===== src/rtl/uart_fmt_pkg.sv =====
package uart_fmt_pkg;

    localparam int MAX_W = 8;

    typedef enum logic [1:0] {
        WL5 = 2'd0,
        WL6 = 2'd1,
        WL7 = 2'd2,
        WL8 = 2'd3
    } wlen_e;

    typedef struct packed {
        wlen_e wl;
        logic  stop2;
        logic  par_en;
        logic  par_even;
        logic  par_stick;
    } lcr_t;

    typedef enum logic [2:0] {
        PH_IDLE,
        PH_START,
        PH_DATA,
        PH_PAR,
        PH_STOP,
        PH_HOLD
    } phase_e;

    function automatic logic [3:0] nbits(input wlen_e wl);
        return {2'b00, wl} + 4'd5;
    endfunction

    function automatic logic [MAX_W-1:0] keep_bits(input logic [MAX_W-1:0] d, input wlen_e wl);
        return d & (8'hFF >> (2'd3 - wl));
    endfunction

    function automatic logic par_bit(input logic stick, input logic even,
                                     input logic [MAX_W-1:0] d);
        if (stick) return ~even;
        return even ? ^d : ~^d;
    endfunction

    function automatic int stop_ticks(input lcr_t c, input int ovs);
        if (!c.stop2) return ovs;
        if (c.wl == WL5) return ovs + ovs / 2;
        return 2 * ovs;
    endfunction

endpackage


===== src/rtl/uart_fmt_tx.sv =====
module uart_fmt_tx
    import uart_fmt_pkg::*;
#(
    parameter int OVS = 16
) (
    input  logic             clk,
    input  logic             rst,
    input  logic             tick,
    input  lcr_t             lcr,
    input  logic             brk,
    input  logic             wr,
    input  logic [MAX_W-1:0] wr_data,
    output logic             sout,
    output logic             thr_empty,
    output logic             tx_empty
);
    localparam int CW = $clog2(2 * OVS) + 1;

    logic [MAX_W-1:0] hold_q, sh_q;
    logic             hold_v;
    lcr_t             cfg_q;
    phase_e           ph;
    logic [CW-1:0]    cnt;
    logic [3:0]       left_q;
    logic             par_q, line_q, sout_q;
    logic             bit_end, stop_end;
    logic [MAX_W-1:0] hold_kept;

    assign bit_end   = (cnt == CW'(OVS - 1));
    assign stop_end  = (cnt == CW'(stop_ticks(cfg_q, OVS) - 1));
    assign hold_kept = keep_bits(hold_q, lcr.wl);

    always_ff @(posedge clk) begin
        if (rst) begin
            hold_q <= '0;
            hold_v <= 1'b0;
            sh_q   <= '0;
            cfg_q  <= '0;
            ph     <= PH_IDLE;
            cnt    <= '0;
            left_q <= '0;
            par_q  <= 1'b0;
            line_q <= 1'b1;
            sout_q <= 1'b1;
        end else begin
            if (wr && !hold_v) begin
                hold_q <= wr_data;
                hold_v <= 1'b1;
            end
            if (tick) begin
                unique case (ph)
                    PH_IDLE: begin
                        if (hold_v) begin
                            sh_q   <= hold_kept;
                            cfg_q  <= lcr;
                            par_q  <= par_bit(lcr.par_stick, lcr.par_even, hold_kept);
                            hold_v <= 1'b0;
                            line_q <= 1'b0;
                            cnt    <= '0;
                            ph     <= PH_START;
                        end
                    end
                    PH_START: begin
                        if (bit_end) begin
                            cnt    <= '0;
                            line_q <= sh_q[0];
                            sh_q   <= sh_q >> 1;
                            left_q <= nbits(cfg_q.wl) - 4'd1;
                            ph     <= PH_DATA;
                        end else begin
                            cnt <= cnt + 1'b1;
                        end
                    end
                    PH_DATA: begin
                        if (bit_end) begin
                            cnt <= '0;
                            if (left_q == 4'd0) begin
                                line_q <= cfg_q.par_en ? par_q : 1'b1;
                                ph     <= cfg_q.par_en ? PH_PAR : PH_STOP;
                            end else begin
                                line_q <= sh_q[0];
                                sh_q   <= sh_q >> 1;
                                left_q <= left_q - 4'd1;
                            end
                        end else begin
                            cnt <= cnt + 1'b1;
                        end
                    end
                    PH_PAR: begin
                        if (bit_end) begin
                            cnt    <= '0;
                            line_q <= 1'b1;
                            ph     <= PH_STOP;
                        end else begin
                            cnt <= cnt + 1'b1;
                        end
                    end
                    PH_STOP: begin
                        if (stop_end) begin
                            cnt <= '0;
                            if (hold_v) begin
                                sh_q   <= hold_kept;
                                cfg_q  <= lcr;
                                par_q  <= par_bit(lcr.par_stick, lcr.par_even, hold_kept);
                                hold_v <= 1'b0;
                                line_q <= 1'b0;
                                ph     <= PH_START;
                            end else begin
                                ph <= PH_IDLE;
                            end
                        end else begin
                            cnt <= cnt + 1'b1;
                        end
                    end
                    default: ph <= PH_IDLE;
                endcase
            end
            sout_q <= brk ? 1'b0 : line_q;
        end
    end

    assign sout      = sout_q;
    assign thr_empty = !hold_v;
    assign tx_empty  = !hold_v && (ph == PH_IDLE);

endmodule


===== src/rtl/uart_fmt_rx.sv =====
module uart_fmt_rx
    import uart_fmt_pkg::*;
#(
    parameter int OVS = 16
) (
    input  logic             clk,
    input  logic             rst,
    input  logic             tick,
    input  logic             sin,
    input  wlen_e            wl,
    input  logic             par_en,
    input  logic             par_even,
    input  logic             par_stick,
    output logic             done,
    output logic [MAX_W-1:0] data,
    output logic             pe,
    output logic             fe,
    output logic             bi
);
    localparam int CW = $clog2(OVS) + 1;

    logic [1:0]       sync_q;
    logic             s_in;
    phase_e           ph;
    logic [CW-1:0]    cnt;
    logic [3:0]       left_q;
    logic [MAX_W-1:0] sh_q;
    wlen_e            wl_q;
    logic             pen_q, peven_q, pstick_q;
    logic             par_rx, zero_q;
    logic             bit_end, mid_start;
    logic [MAX_W-1:0] char_w;

    assign s_in      = sync_q[1];
    assign bit_end   = (cnt == CW'(OVS - 1));
    assign mid_start = (cnt == CW'(OVS / 2 - 1));
    assign char_w    = sh_q >> (4'd8 - nbits(wl_q));

    always_ff @(posedge clk) begin
        if (rst) begin
            sync_q   <= 2'b11;
            ph       <= PH_IDLE;
            cnt      <= '0;
            left_q   <= '0;
            sh_q     <= '0;
            wl_q     <= WL8;
            pen_q    <= 1'b0;
            peven_q  <= 1'b0;
            pstick_q <= 1'b0;
            par_rx   <= 1'b0;
            zero_q   <= 1'b0;
            done     <= 1'b0;
            data     <= '0;
            pe       <= 1'b0;
            fe       <= 1'b0;
            bi       <= 1'b0;
        end else begin
            sync_q <= {sync_q[0], sin};
            done   <= 1'b0;
            if (ph == PH_HOLD) begin
                if (s_in) ph <= PH_IDLE;
            end else if (tick) begin
                unique case (ph)
                    PH_IDLE: begin
                        if (!s_in) begin
                            cnt      <= '0;
                            wl_q     <= wl;
                            pen_q    <= par_en;
                            peven_q  <= par_even;
                            pstick_q <= par_stick;
                            ph       <= PH_START;
                        end
                    end
                    PH_START: begin
                        if (mid_start) begin
                            cnt <= '0;
                            if (s_in) begin
                                ph <= PH_IDLE;
                            end else begin
                                sh_q   <= '0;
                                zero_q <= 1'b1;
                                left_q <= nbits(wl_q) - 4'd1;
                                ph     <= PH_DATA;
                            end
                        end else begin
                            cnt <= cnt + 1'b1;
                        end
                    end
                    PH_DATA: begin
                        if (bit_end) begin
                            cnt    <= '0;
                            sh_q   <= {s_in, sh_q[MAX_W-1:1]};
                            zero_q <= zero_q & !s_in;
                            if (left_q == 4'd0) ph <= pen_q ? PH_PAR : PH_STOP;
                            else                left_q <= left_q - 4'd1;
                        end else begin
                            cnt <= cnt + 1'b1;
                        end
                    end
                    PH_PAR: begin
                        if (bit_end) begin
                            cnt    <= '0;
                            par_rx <= s_in;
                            zero_q <= zero_q & !s_in;
                            ph     <= PH_STOP;
                        end else begin
                            cnt <= cnt + 1'b1;
                        end
                    end
                    PH_STOP: begin
                        if (bit_end) begin
                            cnt  <= '0;
                            done <= 1'b1;
                            data <= char_w;
                            pe   <= pen_q && (par_rx != par_bit(pstick_q, peven_q, char_w));
                            fe   <= !s_in;
                            bi   <= zero_q && !s_in;
                            ph   <= s_in ? PH_IDLE : PH_HOLD;
                        end else begin
                            cnt <= cnt + 1'b1;
                        end
                    end
                    default: ph <= PH_IDLE;
                endcase
            end
        end
    end

endmodule


===== src/rtl/uart_fmt_stat.sv =====
module uart_fmt_stat
    import uart_fmt_pkg::*;
(
    input  logic             clk,
    input  logic             rst,
    input  logic             done,
    input  logic [MAX_W-1:0] data,
    input  logic             pe_i,
    input  logic             fe_i,
    input  logic             bi_i,
    input  logic             rx_rd,
    input  logic             stat_rd,
    output logic [MAX_W-1:0] rx_data,
    output logic             data_ready,
    output logic             overrun,
    output logic             parity_err,
    output logic             frame_err,
    output logic             brk_det
);
    always_ff @(posedge clk) begin
        if (rst) begin
            rx_data    <= '0;
            data_ready <= 1'b0;
            overrun    <= 1'b0;
            parity_err <= 1'b0;
            frame_err  <= 1'b0;
            brk_det    <= 1'b0;
        end else begin
            if (rx_rd) data_ready <= 1'b0;
            if (stat_rd) begin
                overrun    <= 1'b0;
                parity_err <= 1'b0;
                frame_err  <= 1'b0;
                brk_det    <= 1'b0;
            end
            if (done) begin
                if (data_ready) begin
                    overrun <= 1'b1;
                end else begin
                    rx_data    <= data;
                    data_ready <= 1'b1;
                end
                if (pe_i) parity_err <= 1'b1;
                if (fe_i) frame_err  <= 1'b1;
                if (bi_i) brk_det    <= 1'b1;
            end
        end
    end
endmodule


===== src/rtl/uart_framer.sv =====
module uart_framer
    import uart_fmt_pkg::*;
#(
    parameter int OVS = 16
) (
    input  logic       clk,
    input  logic       rst,
    input  logic       tick,
    input  logic [1:0] wl,
    input  logic       stop2,
    input  logic       par_en,
    input  logic       par_even,
    input  logic       par_stick,
    input  logic       brk,
    input  logic [7:0] tx_data,
    input  logic       tx_valid,
    input  logic       sin,
    input  logic       rx_rd,
    input  logic       stat_rd,
    output logic       sout,
    output logic [7:0] rx_data,
    output logic       data_ready,
    output logic       thr_empty,
    output logic       tx_empty,
    output logic       overrun,
    output logic       parity_err,
    output logic       frame_err,
    output logic       brk_det
);
    lcr_t             lcr;
    logic             rx_done, rx_pe, rx_fe, rx_bi;
    logic [MAX_W-1:0] rx_byte;

    always_comb begin
        lcr.wl        = wlen_e'(wl);
        lcr.stop2     = stop2;
        lcr.par_en    = par_en;
        lcr.par_even  = par_even;
        lcr.par_stick = par_stick;
    end

    uart_fmt_tx #(.OVS(OVS)) u_tx (
        .clk(clk), .rst(rst), .tick(tick), .lcr(lcr), .brk(brk),
        .wr(tx_valid), .wr_data(tx_data),
        .sout(sout), .thr_empty(thr_empty), .tx_empty(tx_empty)
    );

    uart_fmt_rx #(.OVS(OVS)) u_rx (
        .clk(clk), .rst(rst), .tick(tick), .sin(sin),
        .wl(wlen_e'(wl)), .par_en(par_en), .par_even(par_even), .par_stick(par_stick),
        .done(rx_done), .data(rx_byte), .pe(rx_pe), .fe(rx_fe), .bi(rx_bi)
    );

    uart_fmt_stat u_stat (
        .clk(clk), .rst(rst), .done(rx_done), .data(rx_byte),
        .pe_i(rx_pe), .fe_i(rx_fe), .bi_i(rx_bi),
        .rx_rd(rx_rd), .stat_rd(stat_rd),
        .rx_data(rx_data), .data_ready(data_ready), .overrun(overrun),
        .parity_err(parity_err), .frame_err(frame_err), .brk_det(brk_det)
    );

endmodule


===== config.mk =====
export PLATFORM = sky130hd
export DESIGN_NAME = uart_framer
export DESIGN_NICKNAME = d
export VERILOG_FILES = /design/src/rtl/uart_fmt_pkg.sv /design/src/rtl/uart_fmt_tx.sv /design/src/rtl/uart_fmt_rx.sv /design/src/rtl/uart_fmt_stat.sv /design/src/rtl/uart_framer.sv
export SDC_FILE = /design/constraint.sdc
export NUM_CORES = 1
export LEC_CHECK = 0
export BUFFER_PORTS_ARGS = -buffer_cell sky130_fd_sc_hd__clkbuf_2
export CORE_UTILIZATION = 25
export DETAILED_ROUTE_END_ITERATION = 10
export SETUP_SLACK_MARGIN = 0.02
export SYNTH_ARGS = -nofsm -noshare
export SYNTH_HDL_FRONTEND = slang
export SYNTH_HIERARCHICAL = 1
export SYNTH_SLANG_ARGS = --single-unit
export TNS_END_PERCENT = 10

===== constraint.sdc =====
create_clock -name clk -period 2.4 [get_ports clk]
set_input_delay 0.6 -clock clk [delete_from_list [all_inputs] [get_ports clk]]
set_output_delay 0.6 -clock clk [all_outputs]
set_load 0.03 [all_outputs]

# == Word level (Yosys, flattened, before mapping) ==
# Index checks and enable logic that the tools add are counted.
# word_totals
ff_bits,93
latchBits,0
ramBits,0
rom_bits,0
in_bits,22
mem_count,0
# classes
add_sub_neg,11
multipliers,0
n_div,0
n_lt_le_gt_ge,0
eq_ne,35
n_shift,2
muxes,123
bitwise_logic,9
n_reduce_logical,44
# ops
cell,count
$mux W1,64
$mux W8,8
$mux W3,18
$mux W6,7
$pmux W8 S4,1
$pmux W3 S5,2
$mux W4,7
$mux W5,5
$reduce_and A6 Y1,4
$ne A2 B1 Y1 const B,11
$pmux W6 S3,1
$pmux W4 S2,2
$pmux W8 S2,1
$reduce_and A4 Y1,4
$reduce_xnor A8 Y1,2
$reduce_xor A8 Y1,2
$sub A4 B1 Y4 const B,4
$ne A3 B1 Y1 const B,5
$pmux W5 S3,1
$reduce_and A7 Y1,2
$eq A3 B2 Y1 const B,4
$pmux W6 S2,1
$reduce_and A5 Y1,2
$reduce_bool A2 Y1,5
other kinds (37),61

# == Longest topological paths before layout ==
# logic_depth
depth_word,15
ltp_mapped,10
depth_no_buf,9

# == By module ==
# The synthesis kept the hierarchy.
# by_module_without_submodules
mod,n_inst,cells_per_inst,area_each_um2,seq_area_each_um2
uart_fmt_rx,1,275,2298.5,820.8
uart_fmt_tx,1,237,2087.0,740.7
uart_fmt_stat,1,56,578.1,260.2

# == Worst setup path after synthesis ==
# Ideal clock, no wire load.
# synth_path
path_kind,register to register
startpoint,register u_rx.wl_q[0]
endpoint,register u_rx.pe
setup_ns,0.134
arrival_time_ns,2.410
required_time_ns,2.266
setup_slack_ns,-0.144
stages_incl_launch_ff,9
cell_sequence,dfxtp_1 ha_1 buf_6 mux4_2 xnor2_2 xnor3_1 and4bb_2 a2111oi_1 nand3_1
# synth_between
elab_chain_cells,13
# synth_lines
item,line_no,source
from (decl),uart_fmt_rx.sv:28,wlen_e wl_q;
from (signal assigned),uart_fmt_rx.sv:67,wl_q <= wl;
$add A2 B3 Y4 (*),uart_fmt_pkg.sv:30,"return {2'b00, wl} + 4'd5;"
$sub A4 B4 Y4 (*),uart_fmt_rx.sv:37,assign char_w = sh_q >> (4'd8 - nbits(wl_q));
$shr A8 B4 Y8 (*),uart_fmt_rx.sv:37,
$reduce_xnor A8 Y1 or $reduce_xor A8 Y1 (tied branches),uart_fmt_pkg.sv:40,return even ? ^d : ~^d;
$mux W1 (*) (2 in series),uart_fmt_pkg.sv:40,
$mux W1 (*),uart_fmt_rx.sv:111,if (bit_end) begin
$mux W1 (*),uart_fmt_rx.sv:63,unique case (ph)
$mux W1 (*),uart_fmt_rx.sv:62,end else if (tick) begin
$mux W1 (*),uart_fmt_rx.sv:60,if (ph == PH_HOLD) begin
$mux W1 (*),uart_fmt_rx.sv:40,if (rst) begin
$ne A1 B1 Y1 (*),uart_fmt_rx.sv:115,"pe <= pen_q && (par_rx != par_bit(pstick_q, peven_q, char_w));"
$logic_and A1 B1 Y1 (*),uart_fmt_rx.sv:115,
to (signal assigned),uart_fmt_rx.sv:115,
to (decl),uart_fmt_rx.sv:16,"output logic pe,"
# Mark *: on every way between the ends. The rest lies on a longest branch, timed or not. The select of a mux whose other input is x is not followed.
# A chain may end at the register's enable or synchronous reset.

# == Worst setup path in the final report ==
# Ends and elaborated chain as after synthesis.

==> impl_metrics.xml <==
<?xml version="1.0" encoding="UTF-8"?>
<metrics>
  <group name="clock_network">
    <metric name="clockRootBuffer" unit="">clkbuf_16</metric>
    <metric name="total_clock_buffers_created_by_cts" unit="">9</metric>
    <metric name="post_cts_hold_buffers" unit="">0</metric>
    <metric name="clock_sinks" unit="">91</metric>
    <metric name="number_of_buffers_on_the_longest_clock_path" unit="">2</metric>
    <metric name="clock_tree_from_tritoncts" unit="">built</metric>
    <metric name="worst_setup_hold_path_clk_slew" unit="ps">60</metric>
    <metric name="worstSkewPairLatency" unit="ps">340</metric>
    <metric name="h-tree-depth" unit="">3</metric>
  </group>
  <group name="global_route">
    <metric name="pin_count_of_the_biggest_net_entering_global_routing" unit="">49</metric>
    <metric name="initial_antenna_violation_count" unit="">0</metric>
    <metric name="overflow" unit="">0</metric>
    <metric name="global_route_wire_length_before_repair" unit="microns">18800</metric>
    <metric name="first_global_vias" unit="">3874</metric>
    <metric name="grt.total_usage" unit="">0.116</metric>
  </group>
  <group name="setup_path">
    <metric name="critical_path_peak_fanout" unit="">4</metric>
    <metric name="crit_path_max_incr_delay" unit="ps">540</metric>
    <metric name="end_kind" unit="">flip-flop</metric>
    <metric name="setup_cp_type" unit="">reg2reg</metric>
    <metric name="cpMaxStageDelayCell" unit="">mux4_2</metric>
    <metric name="cp_data_required_time" unit="ps">2610</metric>
    <metric name="worst_setup_path_start_kind" unit="">flip-flop</metric>
    <metric name="worst-endpoint-arrival" unit="ps">2640</metric>
    <metric name="worstPathCellList" unit="">ha_4 &gt; buf_6 &gt; mux4_2 &gt; xnor2_2 &gt; xnor3_2 &gt; and4bb_2 &gt; a2111oi_4 &gt; nand3_1</metric>
  </group>
  <group name="floorplanning">
    <metric name="ios" unit="">38</metric>
    <metric name="fp.dieW" unit="microns">143</metric>
    <metric name="dieArea" unit="sq um">20400</metric>
    <metric name="start_util" unit="">0.255</metric>
    <metric name="die-height" unit="microns">143</metric>
    <metric name="core-area" unit="sq um">19500</metric>
    <metric name="placementRows" unit="">51</metric>
  </group>
  <group name="status">
    <metric name="run_status" unit="">finished with violations</metric>
    <metric name="violations" unit="">setup timing</metric>
  </group>
  <group name="pwr">
    <metric name="power.ir.vdd_worst" unit="V">0.000405</metric>
    <metric name="power.density_cell_area" unit="nW/um^2">653</metric>
    <metric name="p_leak" unit="nW">2.25</metric>
  </group>
  <group name="placed_design">
    <metric name="dp_cells" unit="">864</metric>
    <metric name="detailed_place_hpwl" unit="microns">7800</metric>
    <metric name="finalWeightedCongestion" unit="">0.782</metric>
    <metric name="post_dp_cell_area" unit="sq um">5530</metric>
    <metric name="io_buffers" unit="">37</metric>
  </group>
  <group name="synthesis">
    <metric name="yosys.area_share.simple" unit="">0.265</metric>
    <metric name="post_synth.cell_area_avg" unit="sq um">8.74</metric>
    <metric name="yosys_warnings" unit="">6</metric>
    <metric name="ys_types" unit="">78</metric>
    <metric name="synthCells" unit="">568</metric>
    <metric name="top_cell_types_by_occurrence_after_synthesis" unit="">dfxtp_1 (91), nor2_1 (78), nand2_1 (39)</metric>
    <metric name="ys_seq_area_frac" unit="">0.367</metric>
    <metric name="mappedNetlistNets" unit="">598</metric>
    <metric name="synth_largest_type_area_fraction" unit="">0.367</metric>
    <metric name="synth_top_flop_cell" unit="">dfxtp_1</metric>
    <metric name="post_synth_xor_area_fraction" unit="">0.0308</metric>
    <metric name="async_reset_ff_frac" unit="">0</metric>
    <metric name="netlist.top_cell.by_area" unit="">dfxtp_1</metric>
    <metric name="postSynthRegisterBits" unit="">91</metric>
    <metric name="synth_top_cells_by_area" unit="">dfxtp_1 (37%), nor2_1 (5.9%), mux2i_1 (5.2%), a21oi_1 (3.8%), nand2_1 (2.9%)</metric>
    <metric name="synthMostInstantiatedCell" unit="">dfxtp_1</metric>
    <metric name="synth_area_in_compound_gates" unit="">0.169</metric>
    <metric name="synth-edff-count" unit="">0</metric>
    <metric name="netlist_area" unit="sq um">4960</metric>
    <metric name="muxShareOfSynthArea" unit="">0.0933</metric>
    <metric name="synth_fa_ha_area_frac" unit="">0.0202</metric>
    <metric name="synth_top_family_by_area" unit="">simple AND/OR/NAND/NOR gates</metric>
  </group>
  <group name="timing">
    <metric name="hold_viol" unit="">0</metric>
    <metric name="timing.final.ws_setup" unit="ps">-26.4</metric>
    <metric name="finClkSkew" unit="ps">6.36</metric>
    <metric name="number_of_setup_violations_in_the_final_report" unit="">1</metric>
    <metric name="grt_setup_unrepaired" unit="">yes</metric>
    <metric name="final-max-slew-violation-count" unit="">0</metric>
    <metric name="tightestPinTransition" unit="ps">539</metric>
    <metric name="min_period_over_period" unit="">1.01</metric>
    <metric name="tns" unit="ps">-26.4</metric>
    <metric name="max_clock_freq" unit="MHz">412</metric>
    <metric name="fin_crit" unit="ps">2430</metric>
    <metric name="relative_max_transition_margin" unit="">0.637</metric>
  </group>
  <group name="flow_run">
    <metric name="cap_viol_max_count" unit="">0</metric>
  </group>
  <group name="routing">
    <metric name="wl" unit="microns">10800</metric>
    <metric name="avgRoutedWirePerCell" unit="microns">12.3</metric>
    <metric name="detail_route.vias_per_cell" unit="">4.69</metric>
    <metric name="drtIter0Drc" unit="">185</metric>
    <metric name="drt_pass1_iterations" unit="">6</metric>
    <metric name="routed-via-count" unit="">4135</metric>
    <metric name="post-route-drc-count" unit="">0</metric>
    <metric name="ant_nets" unit="">0</metric>
  </group>
  <group name="cells_and_area">
    <metric name="area.growth.synth_to_final" unit="%">18.6</metric>
    <metric name="design.final.nets" unit="">641</metric>
    <metric name="nFillCells" unit="">2032</metric>
    <metric name="diodes" unit="">0</metric>
    <metric name="final_cells" unit="">881</metric>
    <metric name="finish.utilization" unit="">0.302</metric>
    <metric name="final_layout_size_suffix_gt1_frac" unit="">0.219</metric>
    <metric name="finalInstanceArea" unit="sq um">5890</metric>
  </group>
  <group name="hold_path">
    <metric name="min_path_type" unit="">reg2reg</metric>
  </group>
</metrics>
-- repair_timing --
action	4_1_cts	5_1_grt
endpoints found under the setup margin	1	6
pin swaps	6	6
buffers inserted	0	1
gates resized for setup	5	5
-- power breakdown --
group          switching [mW]  internal, mW  leakage [nW]
combinational           0.391         0.323          1.36
clock                   0.573         0.905         0.156
sequential             0.0809          1.57         0.736
-- registers in the layout (all words and copies together), names as in the netlist, 5 cells and up --
register	count
u_rx/cnt	5
u_rx/data	8
u_rx/sh_q	8
u_stat/rx_data	8
u_tx/cnt	6
u_tx/hold_q	8
u_tx/sh_q	8
-- cell type report --
type | instances | area, sq um | share of cell area
Timing Repair Buffer | 67 | 429 | 0.0729
Sequential cell | 91 | 1830 | 0.310
Tap cell | 265 | 332 | 0.0563
Multi-Input combinational cell | 423 | 2920 | 0.496
Clock inverter | 6 | 80.1 | 0.0136
Clock buffer | 10 | 229 | 0.0389
Inverter | 19 | 71.3 | 0.0121
-- critical path, delay by kind of cell (launching register included) --
kind | cells | cell delay [ps]
mux | 1 | 540
fa+ha+maj | 1 | 290
flops | 1 | 330
compound gates | 1 | 270
buf+inv | 1 | 110
xor+xnor | 2 | 400
simple gates | 2 | 360
-- path summary, 6_finish.rpt --
kind,startpoint,end,slack (ps),depth (start not counted)
worst max register to register,u_rx/wl_q[0]$_SDFFE_PP1P_,u_rx/pe$_SDFFE_PP0P_,-30,8
worst max-delay path,u_rx/wl_q[0]$_SDFFE_PP1P_,u_rx/pe$_SDFFE_PP0P_,-30,8
worst min-delay path,u_rx/sync_q[0]$_SDFF_PP1_,u_rx/sync_q[1]$_SDFF_PP1_,410,1
worst min register to register,u_rx/sync_q[0]$_SDFF_PP1_,u_rx/sync_q[1]$_SDFF_PP1_,410,1
-- per-stage QoR --
step,power [mW],worst slack (ps),hold slack (ps)
6_report,3.84,-26.4,410
5_1_grt,4.06,-126,423
4_1_cts,3.89,-70.9,414
3_5_place_dp,2.38,-191,403
3_3_place_gp,2.38,-137,394
2_1_floorplan,2.19,-124,389
-- cells in the final DEF, fill, tap and decap left out, types with 10 or more instances in the layout --
master	synthesis	routed
a211oi_1	10	10
a21oi_1	38	38
a31oi_1	10	10
buf_4	1	29
clkbuf_2	0	36
dfxtp_1	91	88
inv_1	18	18
mux2i_1	26	26
nand2_1	39	39
nand2b_1	19	19
nand3_1	16	16
nor2_1	78	78
nor2b_1	13	13
nor3_1	13	13
o21ai_0	18	18
xnor2_1	11	10
-- logic make-up after synthesis --
| kind of cell | Yosys count |
|---|---|
| flip-flops | 91 |
| adder cells (fa/ha/maj) | 8 |
| AO/OA/AOI/OAI | 121 |
| AND/OR/NAND/NOR | 241 |
| multiplexers | 38 |
| buffers and inverters | 54 |
| XOR/XNOR | 15 |
-- routing by layer --
layer  global-route usage  up-vias  share of wire
li1                     -     2129              -
met1                0.146     1953           0.50
met2                0.191       49           0.47
met3               0.0305        4          0.029
met4               0.0374        0         0.0065
met5                    0        -              0
No activity file was read; power rests on OpenSTA's default activity.
